<file path="config.mk">
export PLATFORM = sky130hd
export DESIGN_NAME = rtc_event_irq
export DESIGN_NICKNAME = d
export VERILOG_FILES = /design/src/rtl/rtc_irq_pkg.sv /design/src/rtl/rtc_alarm_cmp.sv /design/src/rtl/rtc_timer_fsm.sv /design/src/rtl/rtc_alarm_fsm.sv /design/src/rtl/rtc_event_irq.sv
export SDC_FILE = /design/constraint.sdc
export NUM_CORES = 1
export LEC_CHECK = 0
export ABC_AREA = 1
export CAP_MARGIN = 20
export CORE_MARGIN = 8
export CORE_UTILIZATION = 40
export DETAILED_ROUTE_END_ITERATION = 7
export GPL_TIMING_DRIVEN = 0
export PLACE_DENSITY = 0.64
export SKIP_CTS_REPAIR_TIMING = 1
export SYNTH_ARGS = -nofsm -noshare
export SYNTH_HDL_FRONTEND = slang
export SYNTH_SLANG_ARGS = --single-unit
</file>
<file path="constraint.sdc">
create_clock -name clk -period 2 [get_ports clk]
set_clock_uncertainty 0.1 [all_clocks]
set_input_delay 0.3 -clock clk [delete_from_list [all_inputs] [get_ports clk]]
set_output_delay 0.3 -clock clk [all_outputs]
set_load 0.005 [all_outputs]
</file>
<file path="src/rtl/rtc_irq_pkg.sv">
package rtc_irq_pkg;

    typedef enum logic [1:0] {
        PER_SEC  = 2'd0,
        PER_MIN  = 2'd1,
        PER_HOUR = 2'd2,
        PER_DAY  = 2'd3
    } period_e;

    typedef enum logic {
        TMR_IDLE,
        TMR_PULSE
    } tmr_state_e;

    typedef enum logic {
        ALM_IDLE,
        ALM_PENDING
    } alm_state_e;

    localparam int NUM_FIELDS = 6;
    localparam int HOUR_IDX   = 2;
    localparam int NUM_EVTS   = 4;
    localparam int ALARM_BIT  = 6;
    localparam int EVT_LSB    = 2;

endpackage

</file>
<file path="src/rtl/rtc_alarm_cmp.sv">
module rtc_alarm_cmp #(
    parameter int FIELD_W = 8,
    parameter int NFIELD  = 6,
    parameter int HOUR_I  = 2
) (
    input  logic [NFIELD*FIELD_W-1:0] cur_flat,
    input  logic [NFIELD*FIELD_W-1:0] alm_flat,
    input  logic                      mode_12h,
    output logic                      match
);
    localparam logic [FIELD_W-1:0] FULL_MASK = {FIELD_W{1'b1}};
    // hour mask: 6 BCD bits always, the PM flag (top bit) only in 12-hour mode
    localparam logic [FIELD_W-1:0] HOUR_24   = FIELD_W'(8'h3F);
    localparam logic [FIELD_W-1:0] HOUR_12   = HOUR_24 | (FIELD_W'(1) << (FIELD_W-1));

    logic [NFIELD-1:0] eq;

    for (genvar i = 0; i < NFIELD; i++) begin : g_field
        logic [FIELD_W-1:0] mask;
        if (i == HOUR_I) begin : g_hour
            assign mask = mode_12h ? HOUR_12 : HOUR_24;
        end else begin : g_plain
            assign mask = FULL_MASK;
        end
        assign eq[i] = ((cur_flat[i*FIELD_W +: FIELD_W] ^ alm_flat[i*FIELD_W +: FIELD_W]) & mask) == '0;
    end

    assign match = &eq;

endmodule

</file>
<file path="src/rtl/rtc_timer_fsm.sv">
module rtc_timer_fsm
    import rtc_irq_pkg::*;
#(
    parameter int NEV = 4
) (
    input  logic           clk,
    input  logic           rst_n,
    input  logic           en,
    input  period_e        period,
    input  logic [NEV-1:0] evt,
    output logic           irq_n,
    output logic [NEV-1:0] evt_status
);
    tmr_state_e state_q, state_d;
    logic       fire;

    assign fire = en && evt[period];

    always_comb begin
        state_d = state_q;
        unique case (state_q)
            TMR_IDLE:  state_d = fire ? TMR_PULSE : TMR_IDLE;
            TMR_PULSE: state_d = fire ? TMR_PULSE : TMR_IDLE;
        endcase
    end

    always_ff @(posedge clk or negedge rst_n) begin
        if (!rst_n) state_q <= TMR_IDLE;
        else        state_q <= state_d;
    end

    always_comb begin
        unique case (state_q)
            TMR_IDLE:  irq_n = 1'b1;
            TMR_PULSE: irq_n = 1'b0;
        endcase
    end

    always_ff @(posedge clk or negedge rst_n) begin
        if (!rst_n)    evt_status <= '0;
        else if (fire) evt_status <= evt;
    end

    assert_quiet_when_off_R2: assert property (@(posedge clk) disable iff (!rst_n)
        !en |=> irq_n);
    assert_fall_needs_event_R3: assert property (@(posedge clk) disable iff (!rst_n)
        $fell(irq_n) |-> $past(fire));
    assert_pulse_width_R4: assert property (@(posedge clk) disable iff (!rst_n)
        (!irq_n && !fire) |=> irq_n);
    assert_status_hold_R5: assert property (@(posedge clk) disable iff (!rst_n)
        !fire |=> $stable(evt_status));

endmodule

</file>
<file path="src/rtl/rtc_alarm_fsm.sv">
module rtc_alarm_fsm
    import rtc_irq_pkg::*;
(
    input  logic clk,
    input  logic rst_n,
    input  logic set,
    input  logic clr,
    output logic pending
);
    alm_state_e state_q, state_d;

    always_comb begin
        state_d = state_q;
        unique case (state_q)
            ALM_IDLE:    state_d = set ? ALM_PENDING : ALM_IDLE;
            ALM_PENDING: state_d = (clr && !set) ? ALM_IDLE : ALM_PENDING;
        endcase
    end

    always_ff @(posedge clk or negedge rst_n) begin
        if (!rst_n) state_q <= ALM_IDLE;
        else        state_q <= state_d;
    end

    always_comb begin
        unique case (state_q)
            ALM_IDLE:    pending = 1'b0;
            ALM_PENDING: pending = 1'b1;
        endcase
    end

    assert_rise_needs_match_R6: assert property (@(posedge clk) disable iff (!rst_n)
        $rose(pending) |-> $past(set));
    assert_sticky_R8: assert property (@(posedge clk) disable iff (!rst_n)
        (pending && !clr) |=> pending);
    assert_set_wins_R11: assert property (@(posedge clk) disable iff (!rst_n)
        set |=> pending);

endmodule

</file>
<file path="src/rtl/rtc_event_irq.sv">
module rtc_event_irq
    import rtc_irq_pkg::*;
#(
    parameter int FIELD_W = 8,
    parameter int ADDR_W  = 4
) (
    input  logic               clk,
    input  logic               rst_n,
    input  logic               sec_evt,
    input  logic               min_evt,
    input  logic               hour_evt,
    input  logic               day_evt,
    input  logic               mode_12h,
    input  logic [FIELD_W-1:0] cur_sec,
    input  logic [FIELD_W-1:0] cur_min,
    input  logic [FIELD_W-1:0] cur_hour,
    input  logic [FIELD_W-1:0] cur_day,
    input  logic [FIELD_W-1:0] cur_month,
    input  logic [FIELD_W-1:0] cur_year,
    input  logic               reg_wr,
    input  logic [ADDR_W-1:0]  reg_addr,
    input  logic [FIELD_W-1:0] reg_wdata,
    output logic [FIELD_W-1:0] reg_rdata,
    output logic               irq_timer_n,
    output logic               irq_alarm
);
    localparam logic [ADDR_W-1:0] ADDR_CTRL = ADDR_W'(8);
    localparam logic [ADDR_W-1:0] ADDR_STAT = ADDR_W'(9);
    localparam int                FLAT_W    = NUM_FIELDS * FIELD_W;

    logic [FIELD_W-1:0]  alm_q [NUM_FIELDS];
    logic [FIELD_W-1:0]  ctrl_q;
    logic [FLAT_W-1:0]   cur_flat, alm_flat;
    logic [NUM_EVTS-1:0] evt_vec, evt_status;
    logic                match, alarm_set, alarm_clr, pending;
    logic                timer_en, alarm_en;
    period_e             period;

    assign cur_flat = {cur_year, cur_month, cur_day, cur_hour, cur_min, cur_sec};
    assign evt_vec  = {day_evt, hour_evt, min_evt, sec_evt};

    // alarm field registers, one per time/calendar field
    for (genvar i = 0; i < NUM_FIELDS; i++) begin : g_alm
        always_ff @(posedge clk or negedge rst_n) begin
            if (!rst_n)
                alm_q[i] <= '0;
            else if (reg_wr && reg_addr == ADDR_W'(i))
                alm_q[i] <= reg_wdata;
        end
        assign alm_flat[i*FIELD_W +: FIELD_W] = alm_q[i];
    end

    always_ff @(posedge clk or negedge rst_n) begin
        if (!rst_n)
            ctrl_q <= '0;
        else if (reg_wr && reg_addr == ADDR_CTRL)
            ctrl_q <= reg_wdata;
    end

    assign timer_en  = ctrl_q[0];
    assign alarm_en  = ctrl_q[1];
    assign period    = period_e'(ctrl_q[3:2]);
    assign alarm_clr = reg_wr && reg_addr == ADDR_STAT && reg_wdata[ALARM_BIT];
    assign alarm_set = sec_evt && match;

    rtc_alarm_cmp #(
        .FIELD_W (FIELD_W),
        .NFIELD  (NUM_FIELDS),
        .HOUR_I  (HOUR_IDX)
    ) u_cmp (
        .cur_flat (cur_flat),
        .alm_flat (alm_flat),
        .mode_12h (mode_12h),
        .match    (match)
    );

    rtc_timer_fsm #(
        .NEV (NUM_EVTS)
    ) u_tmr (
        .clk        (clk),
        .rst_n      (rst_n),
        .en         (timer_en),
        .period     (period),
        .evt        (evt_vec),
        .irq_n      (irq_timer_n),
        .evt_status (evt_status)
    );

    rtc_alarm_fsm u_alm (
        .clk     (clk),
        .rst_n   (rst_n),
        .set     (alarm_set),
        .clr     (alarm_clr),
        .pending (pending)
    );

    assign irq_alarm = pending && alarm_en;

    always_comb begin
        reg_rdata = '0;
        if (reg_addr == ADDR_CTRL) begin
            reg_rdata = ctrl_q;
        end else if (reg_addr == ADDR_STAT) begin
            reg_rdata[ALARM_BIT]                   = pending;
            reg_rdata[EVT_LSB +: NUM_EVTS]         = evt_status;
        end else begin
            for (int i = 0; i < NUM_FIELDS; i++)
                if (reg_addr == ADDR_W'(i)) reg_rdata = alm_q[i];
        end
    end

    assert_alarm_gated_R9: assert property (@(posedge clk) disable iff (!rst_n)
        (irq_alarm && !(reg_wr && reg_addr == ADDR_CTRL)) |=> (irq_alarm || alarm_clr || $past(alarm_clr)));

endmodule

</file>
==> metrics.md, run 1 <==
| Metric | Value |
|---|---|
| Share of the synthesized area in the top cell type | `39.9%` |
| Initial antenna violation count | `0` |
| Syn. warnings | `0` |
| Switching part of the total power | `33.8%` |
| Reg area | `0.00155 mm2` |
| I/O pin cnt | `78` |
| Setup-failing EPs final | `1` |
| Synthesized flop and latch total | `62` |
| Crit path max fanout | `4` |
| Global Route Usage Sum | `20.1%` |
| Root buf cell | `clkbuf_8` |
| Fin crit share | `110%` |
| Leakage Power | `2.77 nW` |
| Total global routing overflow | `0` |
| Final wirelength | `12.7 mm` |
| Synth Instances | `565` |
| Most common cell after layout, fill and taps aside | `nand2_1` |
| Int Power | `2.67 mW` |
| Commonest cells after routing, fill and taps aside | `220 x nand2_1, 83 x inv_1, 63 x clkdlybuf4s50_1` |
| Register area share after synthesis | `39.9%` |
| Share of layout cells above drive strength 1 | `16.0%` |
| CTS H-tree depth | `3` |
| Clock sink count | `62` |
| Max_slew headroom | `46.2%` |
| Worst-margin pin slew | `806 ps` |
| Initial core utilization | `between 40 and 50%` |
| Synth Net Count | `633` |
| Die W | `115 um` |
| Slew Limit Fails | `0` |
| Switching pwr | `~1.4 mW` |
| Met3 WL | `625 um` |
| Largest net degree at the start of global routing | `63` |
| Routed len/inst | `about 16 um` |
| Crit end category | `output pin` |
| Gpl congestion | `0.897` |
| Multi-input logic area | `about 0.0020 mm2` |
| Peak VDD IR | `411 uV` |
| Fmax | `roughly 460 MHz` |
| Clock transition at path regs | `approximately 70 ps` |
| Failing checks | `negative setup slack` |
| Core Rows | `36` |
| Crit Path Class | `in -> out` |
| First-pass GRT wire length | `19.8 mm` |
| Worst EP arrival | `~1800 ps` |
| Buffers on Ports | `75` |
| Clk pwr share | `roughly 28%` |
| Syn Area/Cell | `6.87 um2` |
| Hold Path Class | `in -> reg` |
| Highest metal used | `met4` |
| DIE AREA | `roughly 0.013 mm2` |
| Die Ht | `115 um` |
| Max-Cap Viols | `0` |
| CP startpoint kind | `input port` |
| Antenna diodes | `0` |
| Worst slack after detailed placement | `-770 ps` |
| CTS tree | `done` |
| Vias/cell | `4.79` |
| CP required | `approximately 1600 ps` |
| Synth area leaders | `dfrtp_1 40%, nand2_1 21%, inv_1 8.1%, o21ai_2 6.3%, nor2_1 4.9%` |
| RSZ-0062 raised after global routing | `yes` |
| Layout overhead on the synthesized area | `32.6%` |
| WL met2 | `6.24 mm` |
| Routed vias | `approximately 3,800` |
| Number of global-route vias before repair | `3,794` |
| Final ANT Viol Nets | `0` |
| Core area | `~0.0096 mm2` |
| Clk_lat worst skew | `roughly 350 ps` |
| Yosys top cell by area | `dfrtp_1` |
| Fin. Hold Viols | `0` |
| Fin util | `between 50% and 60%` |
| Initial DRC Count | `238` |
| Max clock buf depth | `2` |
| Pwr dens | `783 mW/mm2` |
| Mapped Area | `0.00388 mm2` |
| Metal-1 WL | `5.63 mm` |
| Filler instances | `slightly below 1,000` |
| Drt pass-1 iters | `5` |
| Detailed placer's ending HPWL | `9.87 mm` |
| Tmin final | `2190 ps` |
| DRC | `0` |
| Final setup margin | `-190 ps` |
| Status | `finished, violations left` |
| Part of the power in registers | `44.6%` |
| Distinct cells, synth | `24` |
| Clock buffer count from CTS | `9` |
| Gate power share | `27.2%` |
| Fin nets | `731` |
[metrics by stage]
step / cells / total power [mW] / TNS (ps) / area [um2] / hold slack (ps)
floorplan: 565 / 2.38 / 0 / 3880 / -95.6
global placement: 773 / 2.83 / -102210 / 4800 / 371
detailed placement: 773 / 2.86 / -5350 / 4800 / 340
CTS: 788 / 3.99 / -5450 / 5000 / -27.1
global route: 800 / 4.28 / -245 / 5150 / 275
finish: 800 / 4.03 / -190 / 5150 / 244
[final timing paths]
check	slack, ps	to	start	depth (start not counted)
setup / recovery	-190	reg_rdata[7]	reg_addr[2]	10
hold / removal	240	u_alm.state_q	reg_wr	4
setup reg to reg	570	u_alm.state_q	alm_flat[7]	10
hold reg to reg	390	ctrl_q[5]	ctrl_q[5]	2
max in group asynchronous	780	alm_flat[7]	rst_n	2
min in group asynchronous	480	alm_flat[23]	rst_n	2
[cells by family after synthesis]
family                    count (synthesis)  share of synthesized area (%)
and+or+nand+nor                         302                           32.1
DFF                                      62                           39.9
AOI/OAI and AO/OA                        91                           14.6
buffers and inverters                   101                           11.3
xor gates and xnor gates                  9                           2.03
[layer usage]
metal,GRT usage (%),up-vias
met5,0,-
met4,6.92,0
met3,3.27,15
met2,34.1,105
met1,25.2,1791
li1,-,1924
[critical path, cell delays in order]
cell and delay [ps]:
buf_4 130, nor2_4 150, buf_4 150, nand2_4 80, o22ai_2 200, nor2_2 70, nand2_1 60, o21ai_1 70
nand2_1 80, clkdlybuf4s50_1 500
[power by group through the flow]
| stage | combinational [mW] | sequential (mW) | clock [mW] |
|---|---|---|---|
| 3_5_place_dp | 1.05 | 1.81 | 0 |
| 2_1_floorplan | 0.662 | 1.72 | 0 |
| 3_3_place_gp | 1.02 | 1.80 | 0 |
| 4_1_cts | 1.05 | 1.80 | 1.14 |
| 5_1_grt | 1.25 | 1.83 | 1.20 |
| 6_report | 1.10 | 1.80 | 1.14 |
[final cells by class]
type,count,share of cell area [%]
flip-flops and latches,62,30.1
inverters,93,7.05
repair buffers,87,16.2
clock buffers,12,3.01
well taps,133,3.23
multi-input cells,402,37.9
clock inverters,3,0.850
plain buffers,8,1.63
[synth_stat cells, drive strengths merged]
library cell  count
dfrtp            62
nand4             2
inv              92
nor2             55
buf               8
o21ai            81
xor2              2
clkinv            1
nand2           237
a21oi             5
o211ai            1
o22ai             4
nand3             8
xnor2             7
[registers in the layout, indices dropped and copies added (netlist names)]
register,flops
alm_flat,48
ctrl_q,8
u_alm.state_q,1
u_tmr.evt_status,4
u_tmr.state_q,1
Power figures use the tool's default switching activity.
==> inputs of run 2 (changes only) <==
--- a/config.mk
+++ b/config.mk
@@ -8,10 +8,10 @@
 export ABC_AREA = 1
 export CAP_MARGIN = 20
 export CORE_MARGIN = 8
-export CORE_UTILIZATION = 40
+export CORE_UTILIZATION = 56
 export DETAILED_ROUTE_END_ITERATION = 7
 export GPL_TIMING_DRIVEN = 0
-export PLACE_DENSITY = 0.64
+export PLACE_DENSITY = 0.85
 export SKIP_CTS_REPAIR_TIMING = 1
 export SYNTH_ARGS = -nofsm -noshare
 export SYNTH_HDL_FRONTEND = slang
==> metrics.md, run 2 (same netlist as run 1, synthesis figures left out) <==
| Metric | Value |
|---|---|
| Status | `finished, violations left` |
| Failing checks | `negative setup slack` |
| Cell family with most CP delay | `buffers and inverters` |
| Crit-path cells | `clkbuf_2 -> nor2_4 -> buf_4 -> nand2_2 -> o22ai_2 -> nor2_2 -> nand2_1 -> o21ai_1 -> nand2_1 -> clkdlybuf4s50_1` |
| Routed len/inst | `16.7 um` |
| CP required | `1600 ps` |
| Clock sink count | `between 60 and 70` |
| Fin nets | `roughly 730` |
| Slowest stage cell, crit path | `clkdlybuf4s50_1` |
| Share of layout cells above drive strength 1 | `15.1%` |
| Clock transition at path regs | `70 ps` |
| Worst slack after detailed placement | `-744 ps` |
| I/O pin cnt | `78` |
| Hold Path Class | `in -> reg` |
| Most frequent CP cell | `nand2_1` |
| Max_slew headroom | `64.2%` |
| Die Ht | `99.3 um` |
| Vias/cell | `between 5 and 6` |
| Hold_ws | `271 ps` |
| Initial DRC Count | `between 300 and 400` |
| Worst r2r src | `alm_flat[12]` |
| DIE AREA | `0.00986 mm2` |
| Final wirelength | `12.4 mm` |
| Root buf cell | `clkbuf_8` |
| CTS H-tree depth | `3` |
| CP bufs+invs | `3` |
| Core area | `0.00676 mm2` |
| Max clock buf depth | `2` |
| Clk_lat worst skew | `~340 ps` |
| Crit Path Class | `in -> out` |
| Startpoint of the worst hold path | `reg_wr` |
| Clock buffer count from CTS | `9` |
| Max reg flops | `48` |
| R2r setup slk | `430 ps` |
| Total global routing overflow | `0` |
| Largest net degree at the start of global routing | `between 40 and 50` |
| DRC | `0` |
| Drt pass-1 iters | `6` |
| Worst-margin pin slew | `between 500 and 600 ps` |
| Hold Crit Depth | `4` |
| Final setup margin | `-264 ps` |
| Crit end category | `output pin` |
| Peak VDD IR | `around 450 uV` |
| Setup TNS | `-666 ps` |
| Final ANT Viol Nets | `0` |
| CP startpoint kind | `input port` |
| Max-Cap Viols | `0` |
| Placed cells | `721` |
| Worst EP arrival | `approximately 1900 ps` |
| Initial antenna violation count | `0` |
| RSZ-0062 raised after global routing | `yes` |
| Antenna diodes | `0` |
| Post-placement cell area | `between 0.004 and 0.005 mm2` |
| R2r endpoint | `u_alm.state_q` |
| Routed vias | `3,912` |
| Buffers on Ports | `75` |
| Final Cell Area | `0.00501 mm2` |
| Fmax | `442 MHz` |
| Die W | `around 99 um` |
| Pwr dens | `783 mW/mm2` |
| Highest cell delay on the worst timing path | `approximately 500 ps` |
| Detailed placer's ending HPWL | `about 9.4 mm` |
| Initial core utilization | `between 50% and 60%` |
| Worst reg-to-reg path cell count | `10` |
| Global Route Usage Sum | `25.7%` |
| Core Rows | `30` |
| Tmin final | `2260 ps` |
| Crit path max fanout | `4` |
| Gpl congestion | `0.933` |
| Slew Limit Fails | `0` |
| Finished Layout Cells | `742` |
| Hold endpoint | `alm_flat[19]` |
| Fin crit share | `113%` |
| CTS tree | `done` |
| Number of global-route vias before repair | `3,916` |
| Commonest cells after routing, fill and taps aside | `220 x nand2_1, 83 x inv_1, 65 x clkdlybuf4s50_1` |
| Layout overhead on the synthesized area | `29.1%` |
| First-pass GRT wire length | `19.6 mm` |
| Setup-failing EPs final | `3` |
| Most common cell after layout, fill and taps aside | `nand2_1` |
| Fin. Hold Viols | `0` |
| Leakage Power | `2.70 nW` |
## run 2: cell types whose count changed in the layout (fill, tap and decap cells not counted), moves of 2 or more
cell | previous run | this run
clkdlybuf4s50_1 | 63 | 65
o21ai_0 | 29 | 33
nand2_4 | 8 | 6
buf_4 | 14 | 5
o21ai_1 | 22 | 18
nor2_1 | 47 | 49
inv_4 | 5 | 3
nand2_2 | 9 | 11
## run 2: area by class of cell
cell class | instances | area (um2)
Tap cell | 80 | 100
Inverter | 93 | 363
Sequential cell | 62 | 1550
Clock inverter | 3 | 18.8
Fill cell | 552 | 1740
Multi-Input combinational cell | 402 | 1920
Timing Repair Buffer | 82 | 806
Buffer | 8 | 83.8
Clock buffer | 12 | 165
## run 2: how the worst max path moves through the flow
stage                     start           end  slack (ps)  cells after the start
finish              reg_addr[2]  reg_rdata[7]        -260                     10
global route        reg_addr[2]  reg_rdata[6]        -310                     11
CTS                 reg_addr[3]  reg_rdata[0]        -790                      9
detailed placement  reg_addr[0]  reg_rdata[0]        -740                     10
global placement          rst_n  alm_flat[43]       -1470                      1
floorplan           reg_addr[0]  reg_rdata[0]         590                      9
## run 2: per-stage QoR
stage | power [mW] | util (%)
2_1_floorplan | 2.38 | -
3_3_place_gp | 2.81 | 70.1
3_5_place_dp | 2.85 | 70.3
4_1_cts | 3.87 | 73.0
5_1_grt | 4.13 | 74.2
6_report | 3.92 | 74.2
## run 2: worst min-delay path, cell delays in order
cell,delay [ps]
buf_6,140
nand2_4,120
nand2_1,70
o21ai_2,50
## run 2: layer usage
metal  track usage, %  part of all wire [%]  vias up
met1             31.8                    42     1814
met5                0                     0        -
met3             4.89                   6.7       39
met4             13.6                   4.4        0
met2             41.4                    46      144
li1                 -                     -     1915
## run 2: report_power, final
part / leakage (nW) / switching, mW / internal, mW
sequential: 0.787 / 0.268 / 1.53
clock: 0.0982 / 0.500 / 0.543
combinational: 1.82 / 0.594 / 0.491
total: 2.70 / 1.36 / 2.56
==> inputs of run 3 (changes only) <==
--- a/config.mk
+++ b/config.mk
@@ -6,12 +6,12 @@
 export NUM_CORES = 1
 export LEC_CHECK = 0
 export ABC_AREA = 1
-export CAP_MARGIN = 20
+export CAP_MARGIN = 5
 export CORE_MARGIN = 8
 export CORE_UTILIZATION = 56
 export DETAILED_ROUTE_END_ITERATION = 7
 export GPL_TIMING_DRIVEN = 0
-export PLACE_DENSITY = 0.85
+export PLACE_DENSITY = 0.95
 export SKIP_CTS_REPAIR_TIMING = 1
 export SYNTH_ARGS = -nofsm -noshare
 export SYNTH_HDL_FRONTEND = slang
==> metrics.md, run 3 (same netlist as run 1, synthesis figures left out) <==
| Metric | Value |
|---|---|
| Fin crit share | `112%` |
| Post-placement cell area | `~0.0047 mm2` |
| Total global routing overflow | `0` |
| Root buf cell | `clkbuf_8` |
| Die Ht | `99.3 um` |
| Final setup margin | `-240 ps` |
| Drt pass-1 iters | `7` |
| Busiest grt layer | `met2` |
| Layout overhead on the synthesized area | `31.5%` |
| Most common cell after layout, fill and taps aside | `nand2_1` |
| Routed vias | `4,051` |
| Buffers on Ports | `75` |
| Gpl congestion | `0.964` |
| Pwr dens | `838 mW/mm2` |
| Max clock buf depth | `2` |
| Max reg flops | `48` |
| CP Capture Point | `reg_rdata[3]` |
| Crit end category | `output pin` |
| Hold Path Class | `in -> async` |
| Fmax | `between 400 and 500 MHz` |
| M1 GR Usage | `between 30 and 40%` |
| R2r setup slk | `430 ps` |
| Clk_lat worst skew | `roughly 350 ps` |
| Worst r2r src | `alm_flat[12]` |
| CTS tree | `done` |
| R2r endpoint | `u_alm.state_q` |
| Worst-margin pin slew | `864 ps` |
| Largest net degree at the start of global routing | `38` |
| RSZ-0062 raised after global routing | `yes` |
| Final Cell Area | `approximately 0.0051 mm2` |
| Peak VDD IR | `626 uV` |
| Initial core utilization | `a little under three fifths` |
| M2 GR Usage | `a little under half` |
| M3 GR Usage | `3.84%` |
| Finished Layout Cells | `between 700 and 800` |
| Share of layout cells above drive strength 1 | `between 10% and 20%` |
| Max_slew headroom | `a little over two fifths` |
| First-pass GRT wire length | `20.4 mm` |
| Antenna diodes | `0` |
| Initial DRC Count | `395` |
| Worst reg-to-reg path cell count | `10` |
| CTS H-tree depth | `3` |
| Crit path max fanout | `6` |
| CP Launch Point | `reg_addr[2]` |
| Routed len/inst | `~17 um` |
| Leakage Power | `between 2 and 3 nW` |
| Global Route Usage Sum | `26.9%` |
| Worst EP arrival | `1840 ps` |
| Commonest cells after routing, fill and taps aside | `220 x nand2_1, 83 x inv_1, 64 x clkdlybuf4s50_1` |
| Final ANT Viol Nets | `0` |
| Clock sink count | `62` |
| Number of global-route vias before repair | `a little over 4,000` |
| Final wirelength | `about 13 mm` |
| Failing checks | `negative hold slack, negative setup slack` |
| Fin nets | `729` |
| Clock transition at path regs | `approximately 80 ps` |
| Slew Limit Fails | `0` |
| CP required | `1600 ps` |
| Hold_ws | `-38.0 ps` |
| Placed cells | `721` |
| Clock buffer count from CTS | `9` |
| Tmin final | `roughly 2200 ps` |
| CP startpoint kind | `input port` |
| DIE AREA | `0.00986 mm2` |
| DRC | `0` |
| I/O pin cnt | `just under 80` |
| Die W | `99.3 um` |
| Max-Cap Viols | `0` |
| Vias/cell | `between 5 and 6` |
| Fin. Hold Viols | `36` |
| Initial antenna violation count | `0` |
| Detailed placer's ending HPWL | `9.76 mm` |
| Status | `finished, violations left` |
| Core Rows | `30` |
| Core area | `0.00676 mm2` |
| Crit Path Class | `in -> out` |
| Setup-failing EPs final | `2` |
[run 3: changes by cell type in the layout (fill, tap and decap cells not counted), sizes merged]
cell,previous run,this run
clkbuf,16,15
clkinv,4,2
clkdlybuf4s50,65,64
dlymetal6s2s,5,6
buf,15,19
bufinv,0,3
dlygate4sd3,1,0
[run 3: how the worst min path moves through the flow]
| stage | endpoint | cells past startpoint | slack, ps | start |
|---|---|---|---|---|
| after floorplan | alm_flat[0] | 0 | -100 | rst_n |
| after global placement | alm_flat[8] | 2 | 370 | alm_flat[8] |
| after detailed placement | alm_flat[23] | 1 | 350 | rst_n |
| after CTS | alm_flat[44] | 1 | -20 | rst_n |
| after global routing | alm_flat[23] | 1 | 20 | rst_n |
| final | alm_flat[17] | 1 | -40 | rst_n |
[run 3: layout make-up]
| class | instances | area, um2 |
|---|---|---|
| flip-flops and latches | 62 | 1550 |
| plain buffers | 8 | 83.8 |
| repair buffers | 85 | 828 |
| clock inverters | 4 | 95.1 |
| multi-input cells | 402 | 1950 |
| inverters | 93 | 360 |
| fillers | 501 | 1650 |
| well taps | 80 | 100 |
| clock buffers | 11 | 141 |
[run 3: metal layers]
metal  up-vias  part of all wire [%]  routed length, um
li1       1924                     -                  -
met1      1830                    40               5190
met2       249                    48               6290
met3        48                   7.4                956
met4         0                   4.2                542
met5         -                     0                  0
[run 3: critical path, stage by stage]
cell and delay [ps]:
clkbuf_2 150, nor2_4 230, buf_4 160, nand2_4 80, o22ai_2 140, nor2_1 70, nand2_1 80, nand2_1 60
nand3_1 60, clkdlybuf4s50_1 510
[run 3: stage by stage]
step | power (mW) | setup slack, ps | TNS, ps | utilization [%]
2_1_floorplan | 2.38 | 586 | 0 | -
3_3_place_gp | 2.81 | -1430 | -93160 | 70.1
3_5_place_dp | 2.87 | -738 | -5280 | 70.3
4_1_cts | 4.22 | -746 | -5320 | 73.8
5_1_grt | 4.48 | -312 | -636 | 75.6
6_report | 4.28 | -240 | -468 | 75.6
[run 3: power by group]
part	switching, mW	total (mW)	internal [mW]
Combinational	0.618	1.11	0.489
Sequential	0.282	1.81	1.53
Clock	0.510	1.36	0.854
Total	1.41	4.28	2.87
